--- src/rtl/trig_pkg.sv ---
package trig_pkg;

    typedef enum logic [1:0] {
        MODE_OFF_A = 2'b00,
        MODE_EDGE  = 2'b01,
        MODE_RUNT  = 2'b10,
        MODE_OFF_B = 2'b11
    } trig_mode_e;

    typedef enum logic [1:0] {
        RS_PRIME = 2'd0,
        RS_IDLE  = 2'd1,
        RS_LOW   = 2'd2,
        RS_HIGH  = 2'd3
    } runt_state_e;

    function automatic logic mode_is(input logic [1:0] raw, input trig_mode_e m);
        return trig_mode_e'(raw) == m;
    endfunction

endpackage

--- src/rtl/trig_edge_det.sv ---
module trig_edge_det #(
    parameter int SW = 8
) (
    input  logic          clk,
    input  logic          rst,
    input  logic          clr,
    input  logic          en,
    input  logic          valid,
    input  logic [SW-1:0] sample,
    input  logic          rising,
    input  logic [SW-1:0] level,
    input  logic [SW-1:0] hyst,
    output logic          fire
);
    localparam int XW = SW + 1;

    logic          armed;
    logic [XW-1:0] s_hyst;
    logic [XW-1:0] l_hyst;
    logic          arm_cond;
    logic          hit_cond;

    always_comb begin
        s_hyst   = XW'(sample) + XW'(hyst);
        l_hyst   = XW'(level) + XW'(hyst);
        arm_cond = rising ? (s_hyst < XW'(level)) : (XW'(sample) > l_hyst);
        hit_cond = rising ? (sample >= level) : (sample <= level);
        fire     = en && valid && !clr && armed && hit_cond;
    end

    always_ff @(posedge clk) begin
        if (rst || clr) begin
            armed <= 1'b0;
        end else if (en && valid) begin
            if (fire)          armed <= 1'b0;
            else if (arm_cond) armed <= 1'b1;
        end
    end

endmodule

--- src/rtl/trig_runt_det.sv ---
module trig_runt_det
    import trig_pkg::*;
#(
    parameter int SW = 8,
    parameter int AW = 10
) (
    input  logic          clk,
    input  logic          rst,
    input  logic          clr,
    input  logic          en,
    input  logic          valid,
    input  logic [SW-1:0] sample,
    input  logic [AW-1:0] addr,
    input  logic [SW-1:0] lo,
    input  logic [SW-1:0] hi,
    output logic          fire,
    output logic [AW-1:0] fire_addr
);
    runt_state_e   st, st_nx;
    logic [AW-1:0] start_q;
    logic          take_start;

    always_comb begin
        st_nx      = st;
        take_start = 1'b0;
        fire       = 1'b0;
        unique case (st)
            RS_PRIME: if (sample < lo) st_nx = RS_IDLE;
            RS_IDLE: begin
                if (sample >= hi) begin
                    st_nx = RS_HIGH;
                end else if (sample >= lo) begin
                    st_nx      = RS_LOW;
                    take_start = 1'b1;
                end
            end
            RS_LOW: begin
                if (sample >= hi) begin
                    st_nx = RS_HIGH;
                end else if (sample < lo) begin
                    st_nx = RS_IDLE;
                    fire  = en && valid && !clr;
                end
            end
            RS_HIGH: if (sample < lo) st_nx = RS_IDLE;
            default: st_nx = RS_PRIME;
        endcase
        fire_addr = start_q;
    end

    always_ff @(posedge clk) begin
        if (rst || clr) begin
            st      <= RS_PRIME;
            start_q <= '0;
        end else if (en && valid) begin
            st <= st_nx;
            if (take_start) start_q <= addr;
        end
    end

endmodule

--- src/rtl/trig_fifo.sv ---
module trig_fifo #(
    parameter int DW    = 10,
    parameter int DEPTH = 8
) (
    input  logic                       clk,
    input  logic                       rst,
    input  logic                       push,
    input  logic [DW-1:0]              wdata,
    input  logic                       pop,
    input  logic                       ovf_clr,
    output logic [DW-1:0]              head,
    output logic                       not_empty,
    output logic [$clog2(DEPTH+1)-1:0] count,
    output logic                       ovf
);
    localparam int PW = (DEPTH > 1) ? $clog2(DEPTH) : 1;
    localparam int CW = $clog2(DEPTH + 1);
    localparam logic [PW-1:0] LAST = PW'(DEPTH - 1);

    logic [DW-1:0] mem [DEPTH];
    logic [PW-1:0] wr_p, rd_p;
    logic          pop_ok, push_ok, drop;

    always_comb begin
        pop_ok    = pop && (count != '0);
        push_ok   = push && ((count != CW'(DEPTH)) || pop_ok);
        drop      = push && !push_ok;
        head      = mem[rd_p];
        not_empty = (count != '0);
    end

    always_ff @(posedge clk) begin
        if (rst) begin
            wr_p  <= '0;
            rd_p  <= '0;
            count <= '0;
            ovf   <= 1'b0;
        end else begin
            if (push_ok) begin
                mem[wr_p] <= wdata;
                wr_p      <= (wr_p == LAST) ? '0 : wr_p + 1'b1;
            end
            if (pop_ok) rd_p <= (rd_p == LAST) ? '0 : rd_p + 1'b1;
            if (push_ok && !pop_ok)      count <= count + 1'b1;
            else if (pop_ok && !push_ok) count <= count - 1'b1;
            if (drop)         ovf <= 1'b1;
            else if (ovf_clr) ovf <= 1'b0;
        end
    end

endmodule

--- src/rtl/trig_ptr_gen.sv ---
module trig_ptr_gen
    import trig_pkg::*;
#(
    parameter int SW    = 8,
    parameter int AW    = 10,
    parameter int DEPTH = 8,
    localparam int CW   = $clog2(DEPTH + 1)
) (
    input  logic          clk,
    input  logic          rst,
    input  logic          smp_valid,
    input  logic [SW-1:0] smp_data,
    input  logic [AW-1:0] smp_addr,
    input  logic [1:0]    cfg_mode,
    input  logic          cfg_rising,
    input  logic [SW-1:0] cfg_level,
    input  logic [SW-1:0] cfg_hyst,
    input  logic [SW-1:0] cfg_low,
    input  logic [SW-1:0] cfg_high,
    input  logic          ovf_clear,
    input  logic          fifo_pop,
    output logic          fifo_valid,
    output logic [AW-1:0] fifo_addr,
    output logic [CW-1:0] fifo_count,
    output logic          ovf_flag
);
    localparam int GW = 2 + 1 + 4 * SW;

    logic [GW-1:0] cfg_now, cfg_last;
    logic          cfg_chg;
    logic          edge_en, runt_en;
    logic          edge_fire, runt_fire;
    logic [AW-1:0] runt_addr;
    logic          ev;
    logic [AW-1:0] ev_addr;

    assign cfg_now = {cfg_mode, cfg_rising, cfg_level, cfg_hyst, cfg_low, cfg_high};
    assign cfg_chg = (cfg_now != cfg_last);
    assign edge_en = mode_is(cfg_mode, MODE_EDGE);
    assign runt_en = mode_is(cfg_mode, MODE_RUNT);

    always_ff @(posedge clk) begin
        cfg_last <= cfg_now;
    end

    trig_edge_det #(.SW(SW)) u_edge (
        .clk(clk), .rst(rst), .clr(cfg_chg), .en(edge_en), .valid(smp_valid),
        .sample(smp_data), .rising(cfg_rising), .level(cfg_level),
        .hyst(cfg_hyst), .fire(edge_fire)
    );

    trig_runt_det #(.SW(SW), .AW(AW)) u_runt (
        .clk(clk), .rst(rst), .clr(cfg_chg), .en(runt_en), .valid(smp_valid),
        .sample(smp_data), .addr(smp_addr), .lo(cfg_low), .hi(cfg_high),
        .fire(runt_fire), .fire_addr(runt_addr)
    );

    always_comb begin
        ev      = (edge_en && edge_fire) || (runt_en && runt_fire);
        ev_addr = runt_en ? runt_addr : smp_addr;
    end

    trig_fifo #(.DW(AW), .DEPTH(DEPTH)) u_list (
        .clk(clk), .rst(rst), .push(ev), .wdata(ev_addr), .pop(fifo_pop),
        .ovf_clr(ovf_clear), .head(fifo_addr), .not_empty(fifo_valid),
        .count(fifo_count), .ovf(ovf_flag)
    );

endmodule

--- config.mk ---
export PLATFORM = sky130hd
export DESIGN_NAME = trig_ptr_gen
export DESIGN_NICKNAME = d
export VERILOG_FILES = /design/src/rtl/trig_pkg.sv /design/src/rtl/trig_edge_det.sv /design/src/rtl/trig_runt_det.sv /design/src/rtl/trig_fifo.sv /design/src/rtl/trig_ptr_gen.sv
export SDC_FILE = /design/constraint.sdc
export NUM_CORES = 1
export LEC_CHECK = 0
export ABC_AREA = 0
export BUFFER_PORTS_ARGS = -buffer_cell sky130_fd_sc_hd__buf_2
export CAP_MARGIN = 0
export CORE_MARGIN = 2
export CORE_UTILIZATION = 55
export DETAILED_ROUTE_END_ITERATION = 12
export PLACE_DENSITY = 0.75
export RECOVER_POWER = 50
export SLEW_MARGIN = 10
export SYNTH_ARGS = -nofsm -noshare
export SYNTH_HDL_FRONTEND = slang
export SYNTH_SLANG_ARGS = --single-unit
export TNS_END_PERCENT = 5
--- constraint.sdc ---
create_clock -name clk -period 4.4 [get_ports clk]
set_clock_uncertainty 0.05 [all_clocks]
set_input_delay 0.88 -clock clk [delete_from_list [all_inputs] [get_ports clk]]
set_output_delay 0.88 -clock clk [all_outputs]
set_load 0.01 [all_outputs]
# Word level (Yosys, flattened, before mapping)
# Memories as Yosys holds them, arrays and structs flattened. A register that Yosys moved wholly into a read port is not among the register bits.
# Index checks and enable logic that the tools add are counted.
# Widths: inputs -> output; s select.
[totals]
regBits = 59
ramBits = 80
out_inout_bits = 16
n_memories = 1
[classes]
addsub = 6
magnitude_cmp = 7
n_eq_ne = 10
mux = 27
n_reduce_logical = 28
[memory_table]
columns = ["name", "depth", "width", "rd", "rd_clocked_by_memory_dff", "wr", "line_no", "source"]
rows = [
  ["u_list.mem", 8, 10, 1, 1, 1, "trig_fifo.sv:20", "logic [DW-1:0] mem [DEPTH];"],
]
[op_table]
columns = ["op", "count"]
rows = [
  ["$ne 35x35->1", 1],
  ["$ge 8x8->1", 3],
  ["$add 8x8->9", 2],
  ["$mux 1", 15],
  ["$logic_and 1x1->1", 13],
  ["$mux 3", 4],
  ["$mux 10", 1],
  ["$gt 8x9->1", 1],
  ["$lt 9x8->1", 1],
  ["$le 8x8->1", 1],
  ["$lt 8x8->1", 1],
  ["$mux 2", 4],
  ["$mux 4", 2],
  ["$add 3x1->3 const B", 2],
  ["$eq 2x2->1 const B", 3],
  ["$eq 3x3->1 const B", 2],
  ["$pmux 2 s3", 1],
  ["$reduce_and 2->1", 3],
  ["$reduce_bool 2->1", 3],
  ["$add 4x1->4 const B", 1],
  ["$eq 2x1->1 const B", 2],
  ["$ne 4x4->1 const B", 1],
  ["$reduce_bool 4->1", 1],
  ["$sub 4x1->4 const B", 1],
  ["other kinds (5)", 9],
]

# Logic depth before layout (Yosys ltp)
# Gate-level depths: netlist of run 1.
[depth]
word_depth = 13
mapped_depth = 17
ltp_nobuf = 17

# Modules after synthesis
# A second synthesis of run 1 with hierarchy kept.
[hier_totals]
cells_unflattened = 573
hier_area_um2 = 7253.2
[by_module_without_submodules]
columns = ["module", "n_inst", "cells_per_inst", "area_per_inst_um2", "seq_area_each_um2"]
rows = [
  ["trig_fifo", 1, 196, 3802.4, 2682.6],
  ["trig_ptr_gen", 1, 118, 1227.4, 700.7],
  ["trig_edge_det", 1, 146, 1192.4, 20.0],
  ["trig_runt_det", 1, 113, 1031.0, 240.2],
]

# Least setup slack after synthesis of run 1
# OpenSTA, ideal clock, no wires.
[synth_path]
path_type = "input-to-reg"
startpoint = "in cfg_level[1]"
endpoint = "reg u_list.count[3]"
setup_time_ps = 70
arrival_time_ps = 3832
slack_ps = 447
path_stages = 17
path_cell_list = "inv_1 > ha_1 > nor2b_1 > o211ai_1 > a21oi_1 > or3_4 > a311oi_4 > o211ai_4 > inv_1 > ha_1 > inv_1 > ha_1 > a21o_1 > a21oi_1 > xnor2_1 > or3_1 > a21oi_1"
[synth_between]
elab_chain_len = 12
word_cells_on_any_way = 21
cone_classes = "order compare (2); eq/ne (1); mux (5); reduce/logical (13)"
[synth_lines]
columns = ["item", "line_no", "source"]
rows = [
  ["start: declaration", "trig_ptr_gen.sv:16", "input logic [SW-1:0] cfg_level,"],
  ["$ne 35x35->1", "trig_ptr_gen.sv:38", "assign cfg_chg = (cfg_now != cfg_last);"],
  ["$logic_not 1->1", "trig_edge_det.sv:28, trig_runt_det.sv:42", ""],
  ["$logic_and 1x1->1", "trig_runt_det.sv:42", "fire = en && valid && !clr;"],
  ["$mux 1", "trig_runt_det.sv:40", "end else if (sample < lo) begin"],
  ["$mux 1", "trig_runt_det.sv:38", "if (sample >= hi) begin"],
  ["$mux 1", "trig_runt_det.sv:27", "unique case (st)"],
  ["$logic_and 1x1->1", "trig_ptr_gen.sv:59", "ev = (edge_en && edge_fire) || (runt_en && runt_fire);"],
  ["$logic_or 1x1->1 (*)", "trig_ptr_gen.sv:59", ""],
  ["$logic_and 1x1->1 (*)", "trig_fifo.sv:26", "push_ok = push && ((count != CW'(DEPTH)) || pop_ok);"],
  ["$logic_not 1->1", "trig_fifo.sv:45", "else if (pop_ok && !push_ok) count <= count - 1'b1;"],
  ["$logic_and 1x1->1", "trig_fifo.sv:45", ""],
  ["$reduce_bool 2->1 (no source line)", "-", ""],
  ["end signal: assignment", "trig_fifo.sv:44", "if (push_ok && !pop_ok) count <= count + 1'b1;"],
  ["end signal: assignment", "trig_fifo.sv:45", ""],
  ["end: declaration", "trig_fifo.sv:13", "output logic [$clog2(DEPTH+1)-1:0] count,"],
]
# Every way passes the cells marked *; elsewhere a longest branch is shown, timed or not.
# A chain may end at the register's enable or synchronous reset.

# Worst setup path after layout of run 1
# Same ends and word-level chain as after synthesis.

==> flow_metrics.py, run 1 <==
metrics = {
    "run_status": {
        "status": "finished, final reports clean",
    },
    "logic_synthesis": {
        "yosys_warnings": 0,
        "synth_cell_type_count": 51,
        "syn_inst": 538,
        "avgSynthCellArea_um2": 13.1,
        "yosysSeqAreaShare_pct": 51.8,
        "ys_ff_latch": 142,
        "netlist_area_um2": 7030,
        "syn_nets": 664,
    },
    "timing": {
        "setup_violations": 0,
        "rsz0062_at_grt": "no",
        "fin_crit_ns": 4.00,
        "period_share_pct": 90.8,
        "final_max_slew_viol_count": 0,
        "worst_slew_pin_slew_ns": 0.959,
        "max_freq_mhz": 250,
        "relSlewSlack_pct": 36.0,
        "tns_ns": 0,
        "finalHoldViolations": 0,
        "setup_ws_ns": 0.404,
    },
    "critical_path": {
        "slowest_stage": "or3_4",
        "crit_path_cell_trace": "clkbuf_1, inv_1, ha_1, nor2b_1, o211ai_1, a21oi_1, or3_4, a311oi_4, o211ai_4, inv_1, ha_1, inv_1, ha_1, a21o_1, a21oi_1, xnor2_1, or3_1, a21oi_1",
        "cp_top_family": "compound AO/OA/AOI/OAI gates",
        "crit_buf_inv": 4,
        "cp_max_fo": 5,
        "end_kind": "register",
        "cp_slowest_stage_delay_ns": 0.39,
        "arrival_ns": 4.30,
        "worst-setup-path-type": "primary input to register",
        "startpoint_type": "primary input",
        "cp_data_required_time_ns": 4.70,
    },
    "placed_design": {
        "dp_slack_ns": 0.122,
        "numPortBuffers": 73,
        "gp_congestion": 0.834,
        "dp_hpwl_um": 10800,
    },
    "clock_tree": {
        "worstSkewPairLatency_ns": 0.42,
        "cts-resized-gates": 0,
        "cts_setup_buffers": 0,
        "clkSinkCount": 142,
        "path_clk_slew_ns": 0.06,
        "cts_made_buffers": 17,
        "cts_root_buf": "clkbuf_16",
        "cts_tree": "yes",
        "h-tree-depth": 4,
        "ctsHoldBuffers": 0,
        "cts.path.max_buffers": 2,
    },
    "global_route": {
        "antenna_found_initial": 2,
        "grt_first_pass_wirelength_um": 23000,
        "grtUsageTotal_pct": 23.0,
        "grt_pass1_vias": 4664,
        "grt_max_degree": 21,
        "gr-total-overflow": 0,
    },
    "floorplanning": {
        "die_w_um": 117,
        "rows": 41,
        "core_um2": 12600,
        "pin_count": 74,
        "initial_core_util_pct": 56.0,
        "dieArea_um2": 13700,
        "fp.dieH_um": 117,
    },
    "worst_hold_path": {
        "holdCritPathClass": "register to register",
    },
    "detailed_routing": {
        "detail_route.wl_per_cell_um": 17.8,
        "drcViolationCount": 0,
        "dr.pass1.iters": 4,
        "drt-initial-drc-count": 213,
        "vias": 4547,
        "drtAntennaViolNets": 0,
        "vias_per_cell": 5.55,
        "wl_um": 14600,
    },
    "finish": {
        "post-route-util_pct": 65.4,
        "mostFrequentLayoutCells": "edfxtp_1 (80), ha_1 (65), dfxtp_1 (62)",
        "multi_input_area_um2": 3230,
        "drive_above_1_share_pct": 18.6,
        "nets": 758,
        "n_fill_cell": 941,
        "layout_commonest_cell": "edfxtp_1",
        "area_growth_pct": 16.9,
        "area.sequential_um2": 3640,
    },
    "power_and_ir_drop": {
        "power.leakage_nw": 3.26,
        "max-vdd-ir-drop_uv": 250,
        "p_per_area_nw_per_um2": 385,
    },
    "flow_run": {
        "drv_cap": 0,
    },
}
-- cells in the mapped netlist, drive strengths merged --
cell type / number / area [um2]
edfxtp: 80 / 2400
ha: 65 / 813
dfxtp: 62 / 1240
xor2: 37 / 324
inv: 32 / 120
a21oi: 29 / 145
nor2: 28 / 105
mux2: 21 / 236
mux4: 20 / 450
o21ai: 18 / 90.1
mux2i: 13 / 130
nand2: 12 / 45.0
xnor2: 12 / 105
nor3: 11 / 66.3
nor4: 11 / 81.3
a21o: 8 / 60.1
nand2b: 8 / 50.1
nand3: 7 / 35.0
nand4: 7 / 43.8
nor2b: 6 / 37.5
a211oi: 5 / 42.5
buf: 5 / 25.0
clkbuf: 5 / 18.8
nand3b: 4 / 30.0
o21bai: 4 / 30.0
fa: 3 / 60.1
nor3b: 3 / 22.5
o2111ai: 3 / 26.3
o211ai: 3 / 36.3
a31oi: 2 / 12.5
nor4b: 2 / 30.0
or3: 2 / 17.5
a211o: 1 / 8.76
a311oi: 1 / 26.3
a32oi: 1 / 8.76
and3: 1 / 6.26
and4: 1 / 8.76
nand4b: 1 / 8.76
o211a: 1 / 10.0
o21a: 1 / 7.51
o31a: 1 / 8.76
or2: 1 / 6.26
-- area by class of cell --
type                            instances  area share, %
Sequential cell                       142           44.3
Multi-Input combinational cell        354           39.2
Clock buffer                           17           5.17
Timing Repair Buffer                   85           4.99
Tap cell                              172           2.62
Clock inverter                         15           2.13
Inverter                               32           1.46
Antenna cell                            2         0.0609
-- report_power, final --
| part | internal, W | total (W) | switching, W | leakage, nW |
|---|---|---|---|---|
| combinational | 0.000127 | 0.000300 | 0.000173 | 1.77 |
| clock | 0.000854 | 0.00144 | 0.000586 | 0.292 |
| sequential | 0.00142 | 0.00143 | 0.00000700 | 1.20 |
-- metal layers --
layer / track usage [%] / share of wire, % / up-vias
li1: - / - / 2209
met1: 26.6 / 41 / 2183
met2: 39.5 / 51 / 129
met3: 5.97 / 5.2 / 26
met4: 11.8 / 3.0 / 0
met5: 0 / 0 / -
-- cell families after synthesis --
kind of cell | Yosys count | synth area share [%]
AOI/OAI and AO/OA | 78 | 7.29
xor gates and xnor gates | 49 | 6.10
adders and majority gates | 68 | 12.4
buffers and inverters | 42 | 2.33
DFF | 142 | 51.8
muxes | 54 | 11.6
and+or+nand+nor | 105 | 8.45
-- per-stage QoR --
stage               cell area (um2)  total power [W]  hold WS [ns]  std cells
finish                         8220          0.00317         0.422        819
global placement               7660          0.00175         0.406        785
global route                   8220          0.00329         0.462        818
floorplan                      7030          0.00165         0.405        538
detailed placement             7660          0.00176         0.419        785
CTS                            8260          0.00320         0.429        817
-- tightest hold or removal path, cell delays in order, from the launching register on --
cell,delay (ns)
dfxtp_1,0.31
nand2b_1,0.07
a21oi_1,0.05
-- registers in the layout, indices dropped and copies added, names as in the netlist, named ones only --
signal / count
cfg_last: 35
u_edge.armed: 1
u_list.count: 4
u_list.mem: 80
u_list.ovf: 1
u_list.rd_p: 3
u_list.wr_p: 3
u_runt.fire_addr: 10
u_runt.st: 2
-- worst paths after layout --
| path | startpoint | end | slack, ns | cells past startpoint |
|---|---|---|---|---|
| worst max-delay path | cfg_level[1] | u_list.count[3] | 0.40 | 18 |
| worst min-delay path | u_list.ovf | u_list.ovf | 0.42 | 2 |
| worst max register to register | cfg_last[13] | u_list.count[3] | 1.12 | 14 |
| worst min register to register | u_list.ovf | u_list.ovf | 0.42 | 2 |
Power figures use the tool's default switching activity.
==> inputs of run 2 (changes only) <==
--- a/config.mk
+++ b/config.mk
@@ -5,7 +5,7 @@
 export SDC_FILE = /design/constraint.sdc
 export NUM_CORES = 1
 export LEC_CHECK = 0
-export ABC_AREA = 0
+export ABC_AREA = 1
 export BUFFER_PORTS_ARGS = -buffer_cell sky130_fd_sc_hd__buf_2
 export CAP_MARGIN = 0
 export CORE_MARGIN = 2
==> flow_metrics.py, run 2 <==
metrics = {
    "run_status": {
        "status": "finished, final reports clean",
    },
    "global_route": {
        "grtUsageTotal_pct": 24.6,
        "grt_pass1_vias": 5649,
        "grt_first_pass_wirelength_um": 27500,
        "grt_max_degree": 41,
        "antenna_found_initial": 0,
        "gr-total-overflow": 0,
    },
    "floorplanning": {
        "dieArea_um2": 14700,
        "pin_count": 74,
        "fp.dieH_um": 121,
        "rows": 42,
        "core_um2": 13300,
        "die_w_um": 121,
        "initial_core_util_pct": 56.8,
    },
    "clock_tree": {
        "cts-resized-gates": 0,
        "cts.path.max_buffers": 2,
        "cts_made_buffers": 17,
        "h-tree-depth": 4,
        "path_clk_slew_ns": 0.06,
        "cts_setup_buffers": 0,
        "cts_tree": "yes",
        "cts_root_buf": "clkbuf_16",
        "worstSkewPairLatency_ns": 0.42,
        "clkSinkCount": 142,
        "ctsHoldBuffers": 0,
    },
    "critical_path": {
        "worst-setup-path-type": "primary input to register",
        "end_kind": "register",
        "arrival_ns": 3.90,
        "reg2regPathDepth": 20,
        "cp_max_fo": 5,
        "rr_endpoint": "u_list.count[3]",
        "rrSetupSlack_ns": 1.27,
        "r2r-start": "cfg_last[27]",
        "startpoint_type": "primary input",
        "cp_data_required_time_ns": 4.66,
    },
    "logic_synthesis": {
        "synthAdderAreaFrac_pct": 11.5,
        "synth_top_family_by_area": "simple AND/OR/NAND/NOR gates",
        "ys_top_cells_by_area": "edfxtp_1 (32%), dfxtp_1 (16%), ha_1 (11%)",
        "yosys_warnings": 0,
        "yosysSeqAreaShare_pct": 48.1,
        "netlist_area_um2": 7580,
        "ys_ff_latch": 142,
        "avgSynthCellArea_um2": 8.48,
        "synthSimpleGateAreaFrac_pct": 19.7,
        "syn_nets": 1020,
        "synth_xor_xnor_area_share_pct": 2.66,
        "yosysTopAreaCellShare_pct": 31.7,
        "synth_area_leader_cell": "edfxtp_1",
        "yosysMostFrequentCell": "nand2_1",
        "ys_async_sr_fraction_pct": 0,
        "syn_inst": 894,
        "synth_compound_area_share_pct": 10.8,
        "synth_edf_count": 80,
        "synth_cell_type_count": 34,
        "synth-main-ff-cell": "edfxtp_1",
        "yosys-mux-area-fraction_pct": 0,
        "yosys-top-cells-count": "nand2_1 (186), nor2_1 (135), inv_1 (126)",
    },
    "flow_run": {
        "drv_cap": 0,
    },
    "worst_hold_path": {
        "holdPathEnd": "u_runt.fire_addr[0]",
        "holdCritPathClass": "register to register",
        "hp-start": "u_runt.fire_addr[0]",
        "hold-path-cell-count": 2,
    },
    "timing": {
        "worst_slew_pin_slew_ns": 1.03,
        "final_max_slew_viol_count": 0,
        "tns_ns": 0,
        "setup_ws_ns": 0.759,
        "rsz0062_at_grt": "no",
        "fin_crit_ns": 3.64,
        "finalHoldViolations": 0,
        "relSlewSlack_pct": 30.9,
        "holdWs_ns": 0.394,
        "period_share_pct": 82.7,
        "setup_violations": 0,
        "max_freq_mhz": 275,
    },
    "finish": {
        "layout_commonest_cell": "nand2_1",
        "largest_register_ffs": 80,
        "fin_cells": 1168,
        "top_register": "u_list.mem",
        "final_area_um2": 8680,
        "n_fill_cell": 1133,
        "antenna_cells": 0,
        "mostFrequentLayoutCells": "nand2_1 (186), nor2_1 (135), inv_1 (126)",
        "drive_above_1_share_pct": 8.37,
        "nets": 1106,
        "area_growth_pct": 14.5,
    },
    "placed_design": {
        "place_area_um2": 8190,
        "dpl.cell_count": 1137,
        "dp_slack_ns": 0.377,
        "dp_hpwl_um": 12200,
        "numPortBuffers": 73,
        "gp_congestion": 0.893,
    },
    "power_and_ir_drop": {
        "power.leakage_nw": 3.88,
        "p_comb_share_pct": 26.3,
        "p_int_w": 0.00259,
        "p_per_area_nw_per_um2": 441,
        "p_sw_w": 0.00124,
        "max-vdd-ir-drop_uv": 402,
        "seqPwrFrac_pct": 39.2,
        "swShare_pct": 32.3,
        "clockPowerShare_pct": 34.5,
    },
    "detailed_routing": {
        "vias": 6049,
        "drcViolationCount": 0,
        "drt-initial-drc-count": 641,
        "wl_um": 16900,
        "vias_per_cell": 5.18,
        "drtAntennaViolNets": 0,
        "dr.pass1.iters": 5,
        "detail_route.wl_per_cell_um": 14.5,
    },
}
run 2: cell count changes after synthesis, moves of 20 or more:
cell     before  now
inv_1        32  126
mux2_2       20    0
mux4_2       20    0
nand2_1      12  186
nor2_1       28  135
o21ai_0      15   74
xor2_1       37   12
run 2: worst max-delay path by stage:
stage / cells past startpoint / from / end
2_1_floorplan: 20 / cfg_high[7] / u_list.count[3]
3_3_place_gp: 23 / cfg_level[1] / u_list.count[3]
3_5_place_dp: 20 / smp_data[7] / u_list.count[3]
4_1_cts: 20 / smp_data[7] / u_list.count[3]
5_1_grt: 23 / cfg_level[1] / u_list.count[3]
6_report: 23 / cfg_level[1] / u_list.count[3]
run 2: kinds of logic after synthesis:
kind of cell,after synthesis
and+or+nand+nor,365
adders and majority gates,68
AOI/OAI and AO/OA,150
buffers and inverters,146
DFF,142
xor gates and xnor gates,23
run 2: per-stage QoR:
stage          power (W)  utilization, %
4_1_cts          0.00387            65.4
5_1_grt          0.00405            65.0
2_1_floorplan    0.00221               -
6_report         0.00383            65.0
3_5_place_dp     0.00255            61.4
3_3_place_gp     0.00252            61.4
run 2: routing by layer:
metal	vias to the layer above	wire length, um	GRT usage (%)
li1	3110	-	-
met1	2726	7950	34.0
met2	194	7560	38.9
met3	19	1180	5.78
met4	0	189	7.18
met5	-	0	0
run 2: worst max-delay path: stages:
cell and delay (ns):
clkbuf_1 0.20, inv_1 0.12, ha_1 0.33, inv_1 0.05, o21bai_1 0.13, nand2_1 0.06, nand2_1 0.09, nand2_1 0.07
nand2_1 0.06, nand2_1 0.05, nand3_1 0.10, nand3_2 0.13, a21oi_1 0.17, ha_1 0.21, inv_1 0.10, ha_1 0.32
and3_1 0.17, a211oi_1 0.24, nor2_1 0.08, nor2_1 0.09, nand2_1 0.07, o21ai_0 0.14, a21oi_1 0.05
run 2: power by group through the flow:
stage               Sequential, W  Combinational (W)  Clock [W]
floorplan                 0.00153           0.000674          0
global placement          0.00153           0.000994          0
detailed placement        0.00153            0.00102          0
CTS                       0.00150            0.00102    0.00134
global route              0.00151            0.00114    0.00140
finish                    0.00150            0.00101    0.00132
run 2: layout make-up:
| cell class | count | area (um2) | area share (%) |
|---|---|---|---|
| Timing Repair Buffer | 86 | 408 | 4.70 |
| Inverter | 127 | 477 | 5.49 |
| Multi-Input combinational cell | 606 | 3390 | 39.0 |
| Clock buffer | 17 | 425 | 4.90 |
| Sequential cell | 142 | 3640 | 42.0 |
| Tap cell | 176 | 220 | 2.54 |
| Clock inverter | 14 | 120 | 1.38 |
